`src/rtl/hz_pkg.sv`:
```
package hz_pkg;
  localparam int unsigned HZ_DEF_NUM_REGS = 32;
  localparam int unsigned HZ_DEF_DEPTH    = 8;

  typedef enum logic [1:0] {
    HZ_CLEAR = 2'd0,
    HZ_RAW   = 2'd1,
    HZ_WAW   = 2'd2
  } hz_cause_e;
endpackage

```
`src/rtl/hz_dst_decode.sv`:
```
module hz_dst_decode #(
  parameter int unsigned NUM_REGS = hz_pkg::HZ_DEF_NUM_REGS,
  parameter int unsigned IDX_W    = $clog2(NUM_REGS)
) (
  input  logic                en,
  input  logic [IDX_W-1:0]    idx,
  output logic [NUM_REGS-1:0] mask
);
  // Bit 0 is the hard-wired zero register: never pending.
  assign mask[0] = 1'b0;
  for (genvar b = 1; b < NUM_REGS; b++) begin : g_bit
    assign mask[b] = en && (idx == IDX_W'(b));
  end
endmodule

```
`src/rtl/hz_tag_pipe.sv`:
```
module hz_tag_pipe #(
  parameter int unsigned DEPTH = hz_pkg::HZ_DEF_DEPTH,
  parameter int unsigned IDX_W = 5
) (
  input  logic                        clk,
  input  logic                        rst,
  input  logic                        in_vld,
  input  logic                        in_wr,
  input  logic [IDX_W-1:0]            in_dst,
  output logic [DEPTH-1:0]            stg_vld,
  output logic [DEPTH-1:0]            stg_wr,
  output logic [DEPTH-1:0][IDX_W-1:0] stg_dst
);
  for (genvar s = 0; s < DEPTH; s++) begin : g_stage
    logic             nxt_vld;
    logic             nxt_wr;
    logic [IDX_W-1:0] nxt_dst;
    if (s == 0) begin : g_head
      assign nxt_vld = in_vld;
      assign nxt_wr  = in_vld && in_wr;
      assign nxt_dst = (in_vld && in_wr) ? in_dst : '0;
    end else begin : g_body
      assign nxt_vld = stg_vld[s-1];
      assign nxt_wr  = stg_wr[s-1];
      assign nxt_dst = stg_dst[s-1];
    end
    always_ff @(posedge clk) begin
      if (rst) begin
        stg_vld[s] <= 1'b0;
        stg_wr[s]  <= 1'b0;
        stg_dst[s] <= '0;
      end else begin
        stg_vld[s] <= nxt_vld;
        stg_wr[s]  <= nxt_wr;
        stg_dst[s] <= nxt_dst;
      end
    end
  end
endmodule

```
`src/rtl/hz_busy_merge.sv`:
```
module hz_busy_merge #(
  parameter int unsigned NUM_REGS = hz_pkg::HZ_DEF_NUM_REGS,
  parameter int unsigned IDX_W    = $clog2(NUM_REGS),
  parameter int unsigned DEPTH    = hz_pkg::HZ_DEF_DEPTH
) (
  input  logic [DEPTH-1:0]            stg_vld,
  input  logic [DEPTH-1:0]            stg_wr,
  input  logic [DEPTH-1:0][IDX_W-1:0] stg_dst,
  output logic [NUM_REGS-1:0]         busy_early,
  output logic [NUM_REGS-1:0]         busy_last
);
  localparam int unsigned LAST = DEPTH - 1;

  logic [DEPTH-1:0][NUM_REGS-1:0] stg_mask;

  for (genvar s = 0; s < DEPTH; s++) begin : g_dec
    hz_dst_decode #(
      .NUM_REGS(NUM_REGS),
      .IDX_W   (IDX_W)
    ) dec_i (
      .en  (stg_vld[s] && stg_wr[s]),
      .idx (stg_dst[s]),
      .mask(stg_mask[s])
    );
  end

  always_comb begin
    busy_early = '0;
    for (int s = 0; s < int'(LAST); s++) begin
      busy_early = busy_early | stg_mask[s];
    end
  end

  assign busy_last = stg_mask[LAST];
endmodule

```
`src/rtl/hz_scoreboard.sv`:
```
module hz_scoreboard #(
  parameter int unsigned NUM_REGS = hz_pkg::HZ_DEF_NUM_REGS,
  parameter int unsigned DEPTH    = hz_pkg::HZ_DEF_DEPTH,
  parameter int unsigned IDX_W    = $clog2(NUM_REGS)
) (
  input  logic             clk,
  input  logic             rst,
  input  logic             issue_valid,
  input  logic [IDX_W-1:0] issue_rs1,
  input  logic [IDX_W-1:0] issue_rs2,
  input  logic [IDX_W-1:0] issue_rd,
  input  logic             issue_wr,
  output logic             stall,
  output logic             fwd_rs1,
  output logic             fwd_rs2
);
  import hz_pkg::*;

  logic [DEPTH-1:0]            stg_vld;
  logic [DEPTH-1:0]            stg_wr;
  logic [DEPTH-1:0][IDX_W-1:0] stg_dst;
  logic [NUM_REGS-1:0]         busy_early;
  logic [NUM_REGS-1:0]         busy_last;
  logic [NUM_REGS-1:0]         busy_all;
  logic [NUM_REGS-1:0]         rs1_hot;
  logic [NUM_REGS-1:0]         rs2_hot;
  logic [NUM_REGS-1:0]         rd_hot;
  hz_cause_e                   cause;

  hz_tag_pipe #(
    .DEPTH(DEPTH),
    .IDX_W(IDX_W)
  ) pipe_i (
    .clk    (clk),
    .rst    (rst),
    .in_vld (issue_valid && !stall),
    .in_wr  (issue_wr),
    .in_dst (issue_rd),
    .stg_vld(stg_vld),
    .stg_wr (stg_wr),
    .stg_dst(stg_dst)
  );

  hz_busy_merge #(
    .NUM_REGS(NUM_REGS),
    .IDX_W   (IDX_W),
    .DEPTH   (DEPTH)
  ) merge_i (
    .stg_vld   (stg_vld),
    .stg_wr    (stg_wr),
    .stg_dst   (stg_dst),
    .busy_early(busy_early),
    .busy_last (busy_last)
  );

  assign busy_all = busy_early | busy_last;

  hz_dst_decode #(.NUM_REGS(NUM_REGS), .IDX_W(IDX_W)) rs1_dec_i (
    .en(issue_valid), .idx(issue_rs1), .mask(rs1_hot));
  hz_dst_decode #(.NUM_REGS(NUM_REGS), .IDX_W(IDX_W)) rs2_dec_i (
    .en(issue_valid), .idx(issue_rs2), .mask(rs2_hot));
  hz_dst_decode #(.NUM_REGS(NUM_REGS), .IDX_W(IDX_W)) rd_dec_i (
    .en(issue_valid && issue_wr), .idx(issue_rd), .mask(rd_hot));

  always_comb begin
    cause = HZ_CLEAR;
    if (|((rs1_hot | rs2_hot) & busy_early)) cause = HZ_RAW;
    else if (|(rd_hot & busy_all))           cause = HZ_WAW;
  end

  assign stall   = (cause != HZ_CLEAR);
  assign fwd_rs1 = |(rs1_hot & busy_last);
  assign fwd_rs2 = |(rs2_hot & busy_last);
endmodule

```
`config.mk`:
```
export PLATFORM = sky130hd
export DESIGN_NAME = hz_scoreboard
export DESIGN_NICKNAME = d
export VERILOG_FILES = /design/src/rtl/hz_pkg.sv /design/src/rtl/hz_dst_decode.sv /design/src/rtl/hz_tag_pipe.sv /design/src/rtl/hz_busy_merge.sv /design/src/rtl/hz_scoreboard.sv
export SDC_FILE = /design/constraint.sdc
export NUM_CORES = 1
export LEC_CHECK = 0
export CAP_MARGIN = 20
export CORE_ASPECT_RATIO = 1.25
export CORE_MARGIN = 5
export CORE_UTILIZATION = 35
export CTS_CLUSTER_SIZE = 10
export DETAILED_ROUTE_END_ITERATION = 7
export GPL_ROUTABILITY_DRIVEN = 0
export PLACE_DENSITY = 0.59
export SETUP_SLACK_MARGIN = 0.5
export SLEW_MARGIN = 25
export SYNTH_ARGS = -nofsm -noshare
export SYNTH_HDL_FRONTEND = slang
export SYNTH_SLANG_ARGS = --single-unit
```
`constraint.sdc`:
```
create_clock -name clk -period 3.7 [get_ports clk]
set_input_delay 0.555 -clock clk [delete_from_list [all_inputs] [get_ports clk]]
set_output_delay 0.555 -clock clk [all_outputs]
set_load 0.03 [all_outputs]
```
# After elaboration in Yosys (flattened, before gate mapping)
# Index checks and enable logic that the tools add are counted.
[op_classes] add_sub_neg=0 n_mul=0 div=0 order_cmp=0 n_eq_ne=341 n_shift=0 mux=2 bitwise_logic=13 reduce_logical=359
[op_table] op="5-bit == test, second input constant" count=176
[op_table] op="5-bit by 4-bit == test with 1-bit output, second input constant" count=88
[op_table] op="1-bit logical AND" count=352
[op_table] op="32-bit OR" count=8
[op_table] op="5-bit by 3-bit == test with 1-bit output, second input constant" count=44
[op_table] op="32-bit AND" count=4
[op_table] op="32-bit OR reduction" count=4
[op_table] op="5-bit by 2-bit == test with 1-bit output, second input constant" count=22
[op_table] op="5-bit by 1-bit == test with 1-bit output, second input constant" count=11
[op_table] op="2-bit 2-to-1 mux" count=2
[op_table] op="2-bit nonzero test" count=1
[op_table] op="2-bit OR reduction" count=1
[op_table] op="1-bit zero test" count=1
[op_table] op="1-bit inverter" count=1
[word_totals] ff_bits=56 latch_bits=0 ram_bits=0 rom_bits=0 output_inout_bits=3 word_cells=739 n_memories=0

# Logic depth before layout (Yosys ltp)
# Gate-level depths: netlist of the first run.
[depth] word_depth=19 mapped_depth=10 depth_no_buf=8

# Cells and area by module
# From an unflattened synthesis of the first run, not the netlist that was laid out.
[hier_totals] cells_unflattened=897 area_unflattened_um2=5819.3
[modules_own_cells] module="hz_dst_decode" instances=11 cells_each=48 area_per_inst_um2=237.7 seq_area_each_um2=0.0
[modules_own_cells] module="hz_tag_pipe" instances=1 cells_each=132 area_per_inst_um2=1874.3 seq_area_each_um2=1121.1
[modules_own_cells] module="hz_scoreboard" instances=1 cells_each=133 area_per_inst_um2=799.5 seq_area_each_um2=0.0
[modules_own_cells] module="hz_busy_merge" instances=1 cells_each=104 area_per_inst_um2=530.5 seq_area_each_um2=0.0

# Worst setup path before layout of the first run
# Ideal clock, no wire load.
[synth_path] path_kind="input to output" from="input port issue_valid" to="output port fwd_rs1" arrival_time_ns=2.728 path_slack_ns=0.417 cell_stages=9 path_buffers=2 cell_sequence="clkbuf_1 -> clkbuf_1 -> nor4bb_1 -> nand3_1 -> nand2_1 -> a31oi_1 -> nor3_1 -> a31oi_1 -> o21ai_0"
[synth_via] elab_chain_cells=3 word_cells_on_any_way=33
[synth_rtl] element="from (decl)" line="hz_scoreboard.sv:8" rtl="input logic issue_valid,"
[synth_rtl] element="1-bit logical AND" line="hz_dst_decode.sv:12" rtl="assign mask[b] = en && (idx == IDX_W'(b));"
[synth_rtl] element="32-bit AND *" line="hz_scoreboard.sv:72" rtl="assign fwd_rs1 = |(rs1_hot & busy_last);"
[synth_rtl] element="32-bit OR reduction *" line="hz_scoreboard.sv:72"
[synth_rtl] element="to (decl)" line="hz_scoreboard.sv:14" rtl="output logic fwd_rs1,"
# Mark *: on every way between the ends. The rest lies on a longest branch, timed or not.

# Worst setup path in the final report of the first run
[layout_path] from="register pipe_i.stg_dst (netlist bit pipe_i.g_stage[2].nxt_dst[4])" to="output port stall"
[layout_via] elab_chain_cells=14 word_cells_on_any_way=76
[layout_rtl] element="from (decl)" line="hz_tag_pipe.sv:12" rtl="output logic [DEPTH-1:0][IDX_W-1:0] stg_dst"
[layout_rtl] element="from (signal, indexed assignment)" line="hz_tag_pipe.sv:35" rtl="stg_dst[s] <= nxt_dst;"
[layout_rtl] element="5-bit by 1-bit == test with 1-bit output, or another cell as far along" line="hz_dst_decode.sv:12"
[layout_rtl] element="1-bit logical AND" line="hz_dst_decode.sv:12"
[layout_rtl] element="32-bit OR * (6 in a row)" line="hz_busy_merge.sv:30" rtl="busy_early = busy_early | stg_mask[s];"
[layout_rtl] element="32-bit OR" line="hz_scoreboard.sv:56" rtl="assign busy_all = busy_early | busy_last;"
[layout_rtl] element="32-bit AND" line="hz_scoreboard.sv:68" rtl="else if (|(rd_hot & busy_all)) cause = HZ_WAW;"
[layout_rtl] element="32-bit OR reduction" line="hz_scoreboard.sv:68"
[layout_rtl] element="2-bit 2-to-1 mux" line="hz_scoreboard.sv:68"
[layout_rtl] element="2-bit 2-to-1 mux *" line="hz_scoreboard.sv:67" rtl="if (|((rs1_hot | rs2_hot) & busy_early)) cause = HZ_RAW;"
[layout_rtl] element="2-bit nonzero test *" line="hz_scoreboard.sv:71" rtl="assign stall = (cause != HZ_CLEAR);"
[layout_rtl] element="to (decl)" line="hz_scoreboard.sv:13" rtl="output logic stall,"
# Marked as above.

==> results.toml, run 1 <==
[drt]
wl_per_cell_microns = 23.2
ant_nets = 0
wl_met1_microns = 10400
dr.pass1.iters = 8
viasPerCell = 6.54
wl_met3_microns = 3100
drtIter0Drc = 1525
wl_met2_microns = 12500
post-route-drc-count = 4
wirelength_microns = 28500
via_count = 8056
highest_layer = "met4"

[finish]
syn2layout_area_growth_pct = 44.1
antennaDiodeCount = 0
finalNetCount = 1034
drive_gt1_share_pct = 33.9

[clocking]
ctsHoldBuffers = 0
htree_levels = 2
root_buffer = "clkbuf_16"
cts_buffers = 5
clock-sinks = 56
cts.path.max_buffers = 2
tritoncts = "built"
clk_pin_slew_ps = 70
clk-insertion-delay-late_ps = 300

[floorplanning]
coreArea_sq_mm = 0.0163
boundaryPins = 22
start_util_pct = 35.9
die-area_sq_mm = 0.0194
die_h_microns = 154
rows = 52
die_w_microns = 126

[sta]
drv_slew = 0
worst_slew_pin_slew_ps = 942
fin_skew_ps = 9.19
fmax_mhz = 277
finalSetupViolCount = 0
relSlewSlack_pct = 37.2
hold_violations = 0
hold_ws_ps = 483
grt_setup_unrepaired = "yes"
min_period_over_period_pct = 97.5
period_needed_ps = 3610

[global_routing]
grt_pass1_wl_microns = 42900
grt_max_degree = 54
grt_pass1_vias = 7474
grt_usage_pct = 28.2
antenna_found_initial = 0
globalRouteOverflowTotal = 0

[yosys]
syn-cell-area_sq_mm = 0.00584
synth_top_area_cell = "dfxtp_1"
syn_area_per_cell_sq_um = 7.14
synth_area_leaders = "dfxtp_1, nor2b_1, o22ai_1"
ys_warn_count = 0
yosysUniqueCellTypes = 72
synth_edf_count = 0
syn-num-nets = 837
synth_seq_cells = 56
synth_most_common_cell = "nor2_1"
ys.flop_type = "dfxtp_1"
synthArstFlopShare_pct = 0
synth_top_area_share_pct = 19.2
ys_seq_area_share_pct = 19.2
synthTopCellsByCount = "nor2_1, nor2b_1, o22ai_1"
synthesis.instances = 818

[worst_setup_path]
startpoint_type = "flop"
cpMostUsedCell = "buf_4"
critPathBufInv = 3
crit_fanout = 11
cpLargestDelayFamily = "simple AND/OR/NAND/NOR gates"
max_stage_delay_ps = 360
slowest_stage = "dfxtp_4"
required_ps = 3140
path_cells = "buf_4 > nand4_1 > o22ai_1 > nor4_2 > buf_4 > a211oi_1 > a311o_1 > a2111oi_4 > nand4_2 > or2_4 > buf_6"
crit_type = "reg2out"
worstPathArrival_ps = 3050
crit_path_end_kind = "primary output"

[hold_path]
hold_path.class = "reg2reg"

[placed_design]
io_buffers = 21
dp_hpwl_microns = 21800

[pwr]
power_leakage_nw = 2.83
pwr_density_cell_mw_per_mm2 = 156
p_total_mw = 1.31
ir_drop_mv = 0.196

[run]
cap_viol_max_count = 0

[run_status]
violations = "design-rule violations"
status = "finished, violations left"
[kinds of logic after synthesis]
kind of cell | share of synthesized area (%)
flops | 19.2
buf+inv | 5.40
compound gates | 25.1
mux | 0.171
simple gates | 49.3
xor+xnor | 0.900
[layer usage]
metal / up-vias / global-route usage (%)
met1: 3614 / 33.3
li1: 3574 / -
met2: 665 / 45.1
met5: - / 0
met3: 203 / 7.00
met4: 0 / 18.9
[metrics by stage]
stage | util, % | std cells | TNS, ps | setup slack, ps | area (sq um)
floorplan | - | 818 | 0 | 543 | 5840
global placement | 47.6 | 1208 | -485 | -485 | 7730
detailed placement | 47.6 | 1208 | -506 | -506 | 7730
CTS | 51.2 | 1230 | 0 | 249 | 8330
global route | 51.7 | 1232 | 0 | 92.0 | 8420
finish | 51.7 | 1232 | 0 | 91.6 | 8420
[worst reg2reg max path, cell delays in order (launching register included)]
cell,delay (ps)
dfxtp_4,360
buf_4,170
nand4_1,180
o22ai_1,130
nor4_2,330
buf_4,220
a211oi_1,80
a311o_1,360
a2111oi_4,320
nand4_2,200
buf_4,180
buf_4,150
nor3_1,280
[report_power, final]
| group | leakage (nW) | switching [mW] | total [mW] | internal [mW] |
|---|---|---|---|---|
| logic | 2.30 | 0.120 | 0.231 | 0.111 |
| registers | 0.457 | 0.00616 | 0.614 | 0.608 |
| clock network | 0.0712 | 0.216 | 0.469 | 0.253 |
[placed cells by master, fill, tap and decap left out, types with 5 or more instances in the layout]
cell             Yosys  routed
a22oi_1             16      15
xor2_1               5       5
o22ai_2              0       5
o21ai_0             14      11
dfxtp_2              0       5
nand4b_1            24      24
a211oi_2             1       7
dlygate4sd2_1        0       6
clkdlybuf4s50_1      0       8
a21oi_1             27      26
a211oi_1            13       7
nand2b_1            20      19
nand4bb_1           10       6
nor4b_1              7       7
or2_2                5       5
a221oi_1             7       5
buf_6                1      15
nand2_1             56      55
buf_12               0       6
nor3b_1             10      10
nand4_1             18      18
o22ai_1             64      58
or4b_2              19      18
a31oi_1             17      17
nor2_1             100     100
nand3_1             28      25
clkbuf_16            0       5
nor3_1              24      24
buf_4                2     221
nor2b_1             70      67
nor4_2               1       6
nand3b_1             9       9
nor4_1              26      20
dfxtp_1             56      49
or4bb_1             20      17
[registers in the layout (all words and copies together) (netlist names)]
signal / count
pipe_i.g_stage.nxt_dst: 35
pipe_i.g_stage.nxt_vld: 7
pipe_i.g_stage.nxt_wr: 7
pipe_i.stg_dst: 5
pipe_i.stg_vld: 1
pipe_i.stg_wr: 1
[cell type report]
class / count / area, sq um
timing repair buffer: 260 / 2120
inverter: 4 / 15.0
multi-input combinational: 688 / 4740
fill: 1574 / 7850
tap: 216 / 270
clock inverter: 2 / 13.8
sequential: 56 / 1130
clock buffer: 6 / 129
[repair_timing]
item	in CTS	in global routing
pin swaps	27	6
gates resized for setup	83	20
endpoints found under the hold margin	0	0
setup buffers	14	2
endpoints found under the setup margin	3	3
[final timing paths]
kind                                        endpoint  slack [ps]                                    start  depth (start not counted)
max                                            stall          90  pipe_i.g_stage[2].nxt_dst[4]$_SDFF_PP0_                         11
min          pipe_i.g_stage[7].nxt_dst[4]$_SDFF_PP0_         480  pipe_i.g_stage[6].nxt_dst[4]$_SDFF_PP0_                          1
max reg2reg  pipe_i.g_stage[1].nxt_dst[0]$_SDFF_PP0_         630  pipe_i.g_stage[2].nxt_dst[4]$_SDFF_PP0_                         12
min reg2reg  pipe_i.g_stage[7].nxt_dst[4]$_SDFF_PP0_         480  pipe_i.g_stage[6].nxt_dst[4]$_SDFF_PP0_                          1
Note: power is estimated with default switching activity, not from simulation.
==> run 2: changes to the inputs <==
- CORE_UTILIZATION: 35 -> 45
- GPL_ROUTABILITY_DRIVEN: 0 -> not set
- GPL_TIMING_DRIVEN: not set -> 0
- PLACE_DENSITY: 0.59 -> 0.7
==> run 2 against run 1 <==
Effect of this change:
- the run now ends clean
- clock power is 12% higher
- setup slack worse by 20 ps
- critical path depth stayed put
- sequential power about the same
- total power rose by 2.6%
- critical path type unchanged
- largest cell class unchanged
- highest routed layer unchanged
==> results.toml, run 2 (synthesis gave the netlist of run 1 again) <==
[run_status]
status = "complete, no violations"

[finish]
antennaDiodeCount = 0
final_common_cell = "nor2_1"
nFillCells = 1114
largest_register_ff_count = 35
drive_gt1_share_pct = 33.8
register_area_sq_mm = 0.00117
finish.utilization_pct = 63.5
syn2layout_area_growth_pct = 38.4
multi_input_area_sq_mm = 0.00512
instances_no_fill = 1085
finalNetCount = 935
mostFrequentLayoutCells = "nor2_1, buf_4, nor2b_1, o22ai_1, nand2_1"

[worst_setup_path]
startpoint_type = "flop"
critPathBufInv = 3
max_stage_delay_ps = 400
critPathLaunch = "pipe_i.g_stage[1].nxt_dst[0]$_SDFF_PP0_"
crit_type = "reg2out"
r2r_end = "pipe_i.g_stage[1].nxt_vld$_SDFF_PP0_"
r2r_start = "pipe_i.g_stage[1].nxt_dst[0]$_SDFF_PP0_"
reg2reg_slack_ps = 810
worstPathArrival_ps = 3070
crit_path_end_kind = "primary output"
cpLargestDelayFamily = "compound AO/OA/AOI/OAI gates"
path_cells = "clkbuf_8 > nand4_1 > o22ai_2 > nor4_4 > buf_4 > a211oi_1 > a311o_1 > a2111oi_4 > nand4_4 > or2_4 > buf_6"
required_ps = 3140
slowest_stage = "a2111oi_4"
crit_fanout = 10
r2r.worst_path.cells = 11

[floorplanning]
die_w_microns = 112
die-area_sq_mm = 0.0154
die_h_microns = 137
boundaryPins = 22
coreArea_sq_mm = 0.0127
rows = 46
start_util_pct = 45.9

[clocking]
clk_pin_slew_ps = 80
root_buffer = "clkbuf_16"
cts_buffers = 5
ctsHoldBuffers = 0
cts.path.max_buffers = 2
clock-sinks = 56
clk-insertion-delay-late_ps = 320
htree_levels = 2
tritoncts = "built"

[hold_path]
min-delay-start = "pipe_i.g_stage[2].nxt_dst[0]$_SDFF_PP0_"
hold_path.class = "reg2reg"
hold_depth = 1
holdPathEnd = "pipe_i.g_stage[3].nxt_dst[0]$_SDFF_PP0_"

[placed_design]
dp.cells = 1004
place.gp.congestion = 1.11
io_buffers = 18
dp_hpwl_microns = 24300
place_ws_ps = -1440

[drt]
viasPerCell = 7.45
dr.pass1.iters = 8
wirelength_microns = 33500
ant_nets = 0
wl_per_cell_microns = 30.9
via_count = 8082
post-route-drc-count = 0
drtIter0Drc = 1308

[global_routing]
grt_usage_pct = 41.5
antenna_found_initial = 0
globalRouteOverflowTotal = 0
grt_pass1_wl_microns = 47400
grt_max_degree = 21
grt_pass1_vias = 7407

[sta]
relSlewSlack_pct = 49.2
worst_slew_pin_slew_ps = 762
min_period_over_period_pct = 98.1
fin_skew_ps = 11.8
fin_ws_ps = 71.6
period_needed_ps = 3630
drv_slew = 0
finalSetupViolCount = 0
hold_violations = 0
fmax_mhz = 276
grt_setup_unrepaired = "yes"

[pwr]
ir_drop_mv = 0.244
power_leakage_nw = 2.46
clockPowerShare_pct = 38.9
pwr_density_cell_mw_per_mm2 = 167
power.internal_mw = 0.950
combinationalPowerShare_pct = 15.5
switching_share_pct = 29.5
sequentialPowerShare_pct = 45.6
p_sw_mw = 0.398

[run]
cap_viol_max_count = 0
==> run 2: how the worst max path moves through the flow <==
stage | cells past startpoint | endpoint
final | 11 | stall
after global placement | 11 | stall
after floorplan | 9 | stall
after CTS | 9 | stall
after global routing | 10 | stall
after detailed placement | 11 | stall
==> run 2: worst register-to-register path, stage by stage, from the launching register on <==
cell	delay, ps
dfxtp_4	390
clkbuf_8	190
nand4_1	270
o22ai_2	150
nor4_4	230
buf_4	200
a211oi_1	80
a311o_1	310
a2111oi_4	400
nand4_4	160
buf_4	190
nor4b_2	240
==> run 2: final cells by class <==
cell class | instances | area share, %
multi-input cells | 688 | 63.4
flip-flops and latches | 56 | 14.5
repair buffers | 91 | 9.52
plain buffers | 70 | 7.94
well taps | 168 | 2.60
clock buffers | 5 | 1.55
clock inverters | 3 | 0.356
inverters | 4 | 0.186
==> run 2: what timing repair did <==
item                                    CTS  global route
resized for setup                       193           159
pin swaps                                36            47
buffers inserted                         36            35
endpoints found under the setup margin   10             3
gates cloned                              0             2
==> run 2: power groups by stage <==
stage	combinational, mW	clock (mW)	sequential [mW]
final	0.209	0.525	0.615
after global placement	0.158	0	0.630
after floorplan	0.0953	0	0.628
after global routing	0.217	0.556	0.616
after CTS	0.190	0.527	0.616
after detailed placement	0.157	0	0.630
==> run 2: routing by layer <==
layer,part of all wire [%],global-route usage (%),routed length [microns],up-vias
li1,-,-,-,3389
met1,34,45.6,11300,3733
met2,44,69.8,14800,696
met3,9.9,7.86,3340,264
met4,12,33.9,4140,0
met5,0,0,0,-
==> run 2: through the flow <==
stage / instance area, sq um / hold WS (ps) / power [mW] / setup TNS [ps]
finish: 8080 / 478 / 1.35 / 0
detailed placement: 6230 / 466 / 0.787 / -5170
floorplan: 5840 / 452 / 0.723 / 0
CTS: 7320 / 470 / 1.33 / 0
global placement: 6230 / 460 / 0.789 / -5620
global route: 8080 / 500 / 1.39 / 0
